<file path="src/rtl/access_guard_pkg.sv">
package access_guard_pkg;
  localparam int unsigned NumErr    = 6;
  localparam int unsigned ErrApPar  = 0;
  localparam int unsigned ErrMiss   = 1;
  localparam int unsigned ErrSec    = 2;
  localparam int unsigned ErrPerm   = 3;
  localparam int unsigned ErrRo     = 4;
  localparam int unsigned ErrMidPar = 5;

  typedef logic [NumErr-1:0] err_vec_t;

  // errors that block the request
  localparam err_vec_t BlockMask  = err_vec_t'(6'b011111);
  // errors that poison rather than drop
  localparam err_vec_t PoisonMask = err_vec_t'(6'b011100);
endpackage

</file>
<file path="src/rtl/access_guard_mid_table.sv">
module access_guard_mid_table #(
  parameter int unsigned NumEnt = 20,
  parameter int unsigned IdW    = 10,
  parameter int unsigned IdxW   = 5
) (
  input  logic              clk_i,
  input  logic              rst_ni,
  input  logic              cfg_we_i,
  input  logic [IdxW-1:0]   cfg_idx_i,
  input  logic              cfg_en_i,
  input  logic [IdW-1:0]    cfg_id_i,
  input  logic [IdW-1:0]    cfg_mask_i,
  input  logic              cfg_ro_i,
  input  logic              cfg_par_i,
  input  logic [IdW-1:0]    req_mid_i,
  output logic [NumEnt-1:0] match_o,
  output logic [NumEnt-1:0] bad_hit_o,
  output logic [NumEnt-1:0] ro_o
);
  typedef struct packed {
    logic           en;
    logic [IdW-1:0] id;
    logic [IdW-1:0] mask;
    logic           ro;
    logic           par;
  } row_t;

  row_t row_q [NumEnt];

  for (genvar g = 0; g < NumEnt; g++) begin : g_row
    logic wr_sel;
    logic raw_hit;
    logic par_ok;

    assign wr_sel = cfg_we_i && (cfg_idx_i == IdxW'(g));

    always_ff @(posedge clk_i or negedge rst_ni) begin
      if (!rst_ni) begin
        row_q[g] <= '0;
      end else if (wr_sel) begin
        row_q[g] <= '{en: cfg_en_i, id: cfg_id_i, mask: cfg_mask_i,
                      ro: cfg_ro_i, par: cfg_par_i};
      end
    end

    assign raw_hit      = row_q[g].en &&
                          ~|((req_mid_i ^ row_q[g].id) & row_q[g].mask);
    assign par_ok       = ~^{row_q[g].id, row_q[g].mask, row_q[g].ro, row_q[g].par};
    assign match_o[g]   = raw_hit & par_ok;
    assign bad_hit_o[g] = raw_hit & ~par_ok;
    assign ro_o[g]      = row_q[g].ro;

    // row untouched unless its own index is written
    a_r11_row_hold: assert property (@(posedge clk_i) disable iff (!rst_ni)
      !(cfg_we_i && (cfg_idx_i == IdxW'(g))) |=> $stable(row_q[g]));

    // bad-parity row never reported as match
    a_r2_bad_excluded: assert property (@(posedge clk_i) disable iff (!rst_ni)
      bad_hit_o[g] |-> !match_o[g]);
  end
endmodule

</file>
<file path="src/rtl/access_guard_aperture_chk.sv">
module access_guard_aperture_chk #(
  parameter int unsigned NumEnt = 20
) (
  input  logic [NumEnt-1:0] ap_perm_i,
  input  logic              ap_secure_i,
  input  logic              ap_par_i,
  input  logic              req_nonsec_i,
  input  logic [NumEnt-1:0] match_i,
  input  logic [NumEnt-1:0] ro_i,
  output logic              ap_bad_o,
  output logic              sec_viol_o,
  output logic              no_grant_o,
  output logic              ro_grant_o
);
  logic [NumEnt-1:0] granted;

  assign granted    = match_i & ap_perm_i;
  assign ap_bad_o   = ^{ap_perm_i, ap_secure_i, ap_par_i};
  assign sec_viol_o = req_nonsec_i & ap_secure_i;
  assign no_grant_o = ~|granted;
  // any read-only grant wins over writable ones
  assign ro_grant_o = |(granted & ro_i);
endmodule

</file>
<file path="src/rtl/access_guard_arbiter.sv">
module access_guard_arbiter
  import access_guard_pkg::*;
(
  input  err_vec_t raw_i,
  output err_vec_t win_o,
  output logic     allow_o,
  output logic     poison_o
);
  always_comb begin
    win_o = '0;
    for (int unsigned i = 0; i < NumErr; i++) begin
      if (raw_i[i] && (win_o == '0)) win_o[i] = 1'b1;
    end
  end

  assign allow_o  = ~|(win_o & BlockMask);
  assign poison_o = |(win_o & PoisonMask);
endmodule

</file>
<file path="src/rtl/access_guard.sv">
module access_guard
  import access_guard_pkg::*;
#(
  parameter int unsigned NumEnt = 20,
  parameter int unsigned IdW    = 10,
  parameter int unsigned IdxW   = (NumEnt > 1) ? $clog2(NumEnt) : 1
) (
  input  logic              clk_i,
  input  logic              rst_ni,
  input  logic              cfg_we_i,
  input  logic [IdxW-1:0]   cfg_idx_i,
  input  logic              cfg_en_i,
  input  logic [IdW-1:0]    cfg_id_i,
  input  logic [IdW-1:0]    cfg_mask_i,
  input  logic              cfg_ro_i,
  input  logic              cfg_par_i,
  input  logic              req_valid_i,
  input  logic [IdW-1:0]    req_mid_i,
  input  logic              req_write_i,
  input  logic              req_nonsec_i,
  input  logic              req_burst_bad_i,
  input  logic              req_covered_i,
  input  logic [NumEnt-1:0] ap_perm_i,
  input  logic              ap_secure_i,
  input  logic              ap_par_i,
  output logic              res_valid_o,
  output logic              res_allow_o,
  output logic              res_poison_o,
  output logic [NumErr-1:0] res_err_o
);
  logic [NumEnt-1:0] match, bad_hit, row_ro;
  logic ap_bad, sec_viol, no_grant, ro_grant;
  err_vec_t raw_err, win_err;
  logic win_allow, win_poison;

  access_guard_mid_table #(.NumEnt(NumEnt), .IdW(IdW), .IdxW(IdxW)) i_table (
    .clk_i, .rst_ni, .cfg_we_i, .cfg_idx_i, .cfg_en_i, .cfg_id_i,
    .cfg_mask_i, .cfg_ro_i, .cfg_par_i, .req_mid_i,
    .match_o(match), .bad_hit_o(bad_hit), .ro_o(row_ro)
  );

  access_guard_aperture_chk #(.NumEnt(NumEnt)) i_aper (
    .ap_perm_i, .ap_secure_i, .ap_par_i, .req_nonsec_i,
    .match_i(match), .ro_i(row_ro),
    .ap_bad_o(ap_bad), .sec_viol_o(sec_viol),
    .no_grant_o(no_grant), .ro_grant_o(ro_grant)
  );

  // uncovered addresses are not checked at all
  always_comb begin
    raw_err            = '0;
    raw_err[ErrApPar]  = req_covered_i & ap_bad;
    raw_err[ErrMiss]   = req_covered_i & ~|match;
    raw_err[ErrSec]    = req_covered_i & sec_viol;
    raw_err[ErrPerm]   = req_covered_i & (no_grant | req_burst_bad_i);
    raw_err[ErrRo]     = req_covered_i & req_write_i & ro_grant;
    raw_err[ErrMidPar] = req_covered_i & |bad_hit;
  end

  access_guard_arbiter i_arb (
    .raw_i(raw_err), .win_o(win_err), .allow_o(win_allow), .poison_o(win_poison)
  );

  always_ff @(posedge clk_i or negedge rst_ni) begin
    if (!rst_ni) begin
      res_valid_o  <= 1'b0;
      res_allow_o  <= 1'b0;
      res_poison_o <= 1'b0;
      res_err_o    <= '0;
    end else begin
      res_valid_o  <= req_valid_i;
      res_allow_o  <= req_valid_i & win_allow;
      res_poison_o <= req_valid_i & win_poison;
      res_err_o    <= req_valid_i ? win_err : '0;
    end
  end


  a_r10_idle_clear: assert property (@(posedge clk_i) disable iff (!rst_ni)
    !req_valid_i |=> !res_valid_o && !res_allow_o && !res_poison_o && (res_err_o == '0));


  a_r9_uncovered_pass: assert property (@(posedge clk_i) disable iff (!rst_ni)
    req_valid_i && !req_covered_i |=> res_allow_o && !res_poison_o && (res_err_o == '0));


  a_r8_miss_masks: assert property (@(posedge clk_i) disable iff (!rst_ni)
    req_valid_i && req_covered_i && (match == '0)
    |=> !res_err_o[ErrSec] && !res_err_o[ErrPerm]);


  a_r5_aper_parity: assert property (@(posedge clk_i) disable iff (!rst_ni)
    req_valid_i && req_covered_i && ap_bad |=> res_err_o[ErrApPar] && !res_allow_o);


  a_r8_onehot: assert property (@(posedge clk_i) disable iff (!rst_ni)
    $onehot0(res_err_o));


  a_r12_excl: assert property (@(posedge clk_i) disable iff (!rst_ni)
    !(res_allow_o && res_poison_o));
endmodule

</file>
<file path="config.mk">
export PLATFORM = sky130hd
export DESIGN_NAME = access_guard
export DESIGN_NICKNAME = d
export VERILOG_FILES = /design/src/rtl/access_guard_pkg.sv /design/src/rtl/access_guard_mid_table.sv /design/src/rtl/access_guard_aperture_chk.sv /design/src/rtl/access_guard_arbiter.sv /design/src/rtl/access_guard.sv
export SDC_FILE = /design/constraint.sdc
export NUM_CORES = 1
export LEC_CHECK = 0
export BUFFER_PORTS_ARGS = -buffer_cell sky130_fd_sc_hd__buf_2
export CORE_AREA = 10 10 224 226
export CTS_CLUSTER_DIAMETER = 80
export DETAILED_ROUTE_END_ITERATION = 6
export DIE_AREA = 0 0 234 236
export HOLD_SLACK_MARGIN = 0.05
export PLACE_DENSITY_LB_ADDON = 0.15
export REMOVE_ABC_BUFFERS = 1
export SLEW_MARGIN = 20
export SYNTH_ARGS = -nofsm -noshare
export SYNTH_HDL_FRONTEND = slang
export SYNTH_SLANG_ARGS = --single-unit
</file>
<file path="constraint.sdc">
create_clock -name clk_i -period 3.31 [get_ports clk_i]
set_input_delay 0.1655 -clock clk_i [delete_from_list [all_inputs] [get_ports clk_i]]
set_output_delay 0.1655 -clock clk_i [all_outputs]
set_load 0.005 [all_outputs]
</file>
==> results.json <==
{
  "outcome": "finished, final reports clean",
  "syn_area_per_cell_um2": 12.5,
  "drive_gt1_frac": 0.310,
  "path_cells": "xnor2_1 -> xnor2_1 -> xnor2_1 -> xnor2_1 -> xnor2_1 -> o311ai_0 -> or4_1 -> o31ai_1 -> nor3b_1",
  "core_area_um2": 45900,
  "numCtsBuffers": 51,
  "fin_area_um2": 28200,
  "final-setup-viol-count": 0,
  "fillers": 3767,
  "p_leak_nw": 12.6,
  "critPathMostFrequentCell": "xnor2_1",
  "required_ns": 3.77,
  "route.detailed.drc": 0,
  "critPathMaxStageDelay_ns": 0.61,
  "critical_path_class": "reg2reg",
  "cp-start-kind": "flip-flop",
  "path_clk_slew_ns": 0.06,
  "r2r_slack_ns": 0.07,
  "vias_per_cell": 5.90,
  "io_pins": 77,
  "grt_max_degree": 95,
  "cts_tree": "yes",
  "wirelength_um": 71000,
  "rsz0062_at_grt": "no",
  "final_antenna_net_count": 0,
  "fin_nets": 2160,
  "worst-endpoint-arrival_ns": 3.71,
  "crit_slowest_cell": "or4_1",
  "post_dp_cell_area_um2": 26600,
  "die-area_um2": 55200,
  "synth-seq-cells": 469,
  "post-route-period-util": 0.979,
  "cts_root_buffer": "clkbuf_16",
  "fin_worst_skew_ns": 0.0174,
  "ys_types": 56,
  "synth_enable_flop_cells": 0,
  "grt_pass1_wl_um": 105000,
  "first_global_vias": 16400,
  "row_count": 79,
  "whs_ns": 0.127,
  "grt_util_all_layers": 0.257,
  "synthArstFlopShare": 1.00,
  "setup_total_negative_slack_ns": 0,
  "synth_cells": 2030,
  "seq_area_um2": 11700,
  "synthToLayoutAreaGrowth_pct": 11.3,
  "dp_worst_setup_slack_ns": 0.190,
  "htreeDepth": 2,
  "synth_commonest_cells": "dfrtp_1, mux2_2, xnor2_1",
  "slew_headroom": 0.281,
  "seq_area_frac_synth": 0.463,
  "dp_hpwl_um": 44300,
  "io_buffers": 76,
  "yosys-top-cells-area": "dfrtp_1, mux2_2, xnor2_1",
  "drt_iter0_drc": 1141,
  "clock_latency_ns": 0.59,
  "avgRoutedWirePerCell_um": 25.9,
  "die_y_um": 236,
  "drt-pass1-iter-count": 7,
  "tightestPinTransition_ns": 1.08,
  "powerDensity_nw_per_um2": 849,
  "cp_max_fo": 4,
  "fp.dieW_um": 234,
  "num_vias": 16100,
  "grt-ovfl-total": 0,
  "cp-end-kind": "flip-flop",
  "cap_violations": 0,
  "drv_slew": 0,
  "hp-class": "in2reg",
  "antenna_found_initial": 7,
  "min_period_ns": 3.24,
  "p_total_w": 0.0240,
  "fmax_mhz": 309,
  "ys_warn_count": 0,
  "cts.sinks": 469,
  "synth_top_flop_cell": "dfrtp_1",
  "ir_drop_v": 0.000563,
  "synth_top_cell_area_share": 0.463,
  "synth.cell_area_um2": 25400,
  "cts_buffer_depth": 3,
  "final-hold-violation-count": 0,
  "start_util": 0.553,
  "multi_input_area_um2": 13100,
  "gp_congestion": 0.968,
  "yosysTopAreaCell": "dfrtp_1",
  "setup_ws_ns": 0.0693,
  "synth_most_common_cell": "dfrtp_1",
  "cp_top_family": "XOR/XNOR gates",
  "critical_path_buf_inv_count": 0
}
## state kept, by name (all words and copies together), names as in the netlist
signal         count
i_table.row_q    440
i_table.ro_o      20
res_err_o          6
res_allow_o        1
res_poison_o       1
res_valid_o        1
## report_power, final
group          leakage [nW]  internal [W]  switching (W)
logic                  5.79       0.00542        0.00495
clock network         0.802       0.00333        0.00228
registers              6.00       0.00686        0.00111
## stage by stage
step | instances | util
6_report | 2736 | 0.616
5_1_grt | 2734 | 0.615
4_1_cts | 2733 | 0.615
3_5_place_dp | 2642 | 0.579
3_3_place_gp | 2642 | 0.579
2_1_floorplan | 1916 | -
## cells in the final DEF, fill, tap and decap left out, types with 5 or more instances in the layout
| cell type | n |
|---|---|
| nand3_1 | 11 |
| clkbuf_1 | 16 |
| buf_4 | 31 |
| buf_12 | 12 |
| nor3b_1 | 8 |
| nor2_1 | 13 |
| clkbuf_8 | 12 |
| nor4_1 | 9 |
| nand2b_1 | 12 |
| mux2i_1 | 14 |
| xnor3_1 | 17 |
| a22oi_1 | 63 |
| nand4_1 | 26 |
| a222oi_1 | 11 |
| inv_1 | 13 |
| nor2b_1 | 5 |
| dfrtp_1 | 469 |
| nor4b_1 | 7 |
| mux2_2 | 458 |
| and3_1 | 8 |
| a21boi_0 | 9 |
| buf_2 | 75 |
| clkbuf_16 | 53 |
| nand2_1 | 75 |
| xor2_1 | 244 |
| nor3_1 | 19 |
| xnor2_1 | 362 |
## worst paths after layout
kind | from | depth (start not counted) | end
min in group asynchronous | rst_ni | 2 | i_table.row_q[428]
hold reg to reg | i_table.row_q[68] | 1 | i_table.row_q[68]
setup reg to reg | i_table.ro_o[3] | 9 | res_err_o[4]
setup / recovery | i_table.ro_o[3] | 9 | res_err_o[4]
hold / removal | req_nonsec_i | 3 | res_err_o[2]
max in group asynchronous | rst_ni | 3 | i_table.row_q[205]
## metal layers
metal,vias up,track usage,share of wire
met2,495,0.417,0.48
met4,6,0.0829,0.031
met1,8332,0.346,0.42
met3,145,0.0407,0.066
li1,7155,-,-
met5,-,0,0.00041
## worst min-delay path: stages
cell and delay (ns):
buf_2 0.07, and2_1 0.25, and3_1 0.19
## repair_timing
item / CTS / global route
setup buffers: 0 / 0
endpoints found under the hold margin: 96 / 0
resized for setup: 0 / 0
hold buffers: 4 / 0
## cell families after synthesis
logic type,count (synthesis),synth area share
AOI/OAI and AO/OA,120,0.0375
xor gates and xnor gates,625,0.226
buffers and inverters,127,0.0201
DFF,469,0.463
muxes,474,0.210
and+or+nand+nor,215,0.0447
## area by class of cell
type | count | area share
Multi-Input combinational cell | 1434 | 0.466
Sequential cell | 469 | 0.416
Clock buffer | 81 | 0.0550
Timing Repair Buffer | 123 | 0.0320
Tap cell | 607 | 0.0269
Clock inverter | 6 | 0.00284
Inverter | 13 | 0.00173
Antenna cell | 3 | 0.000266
Power figures use the tool's default switching activity.
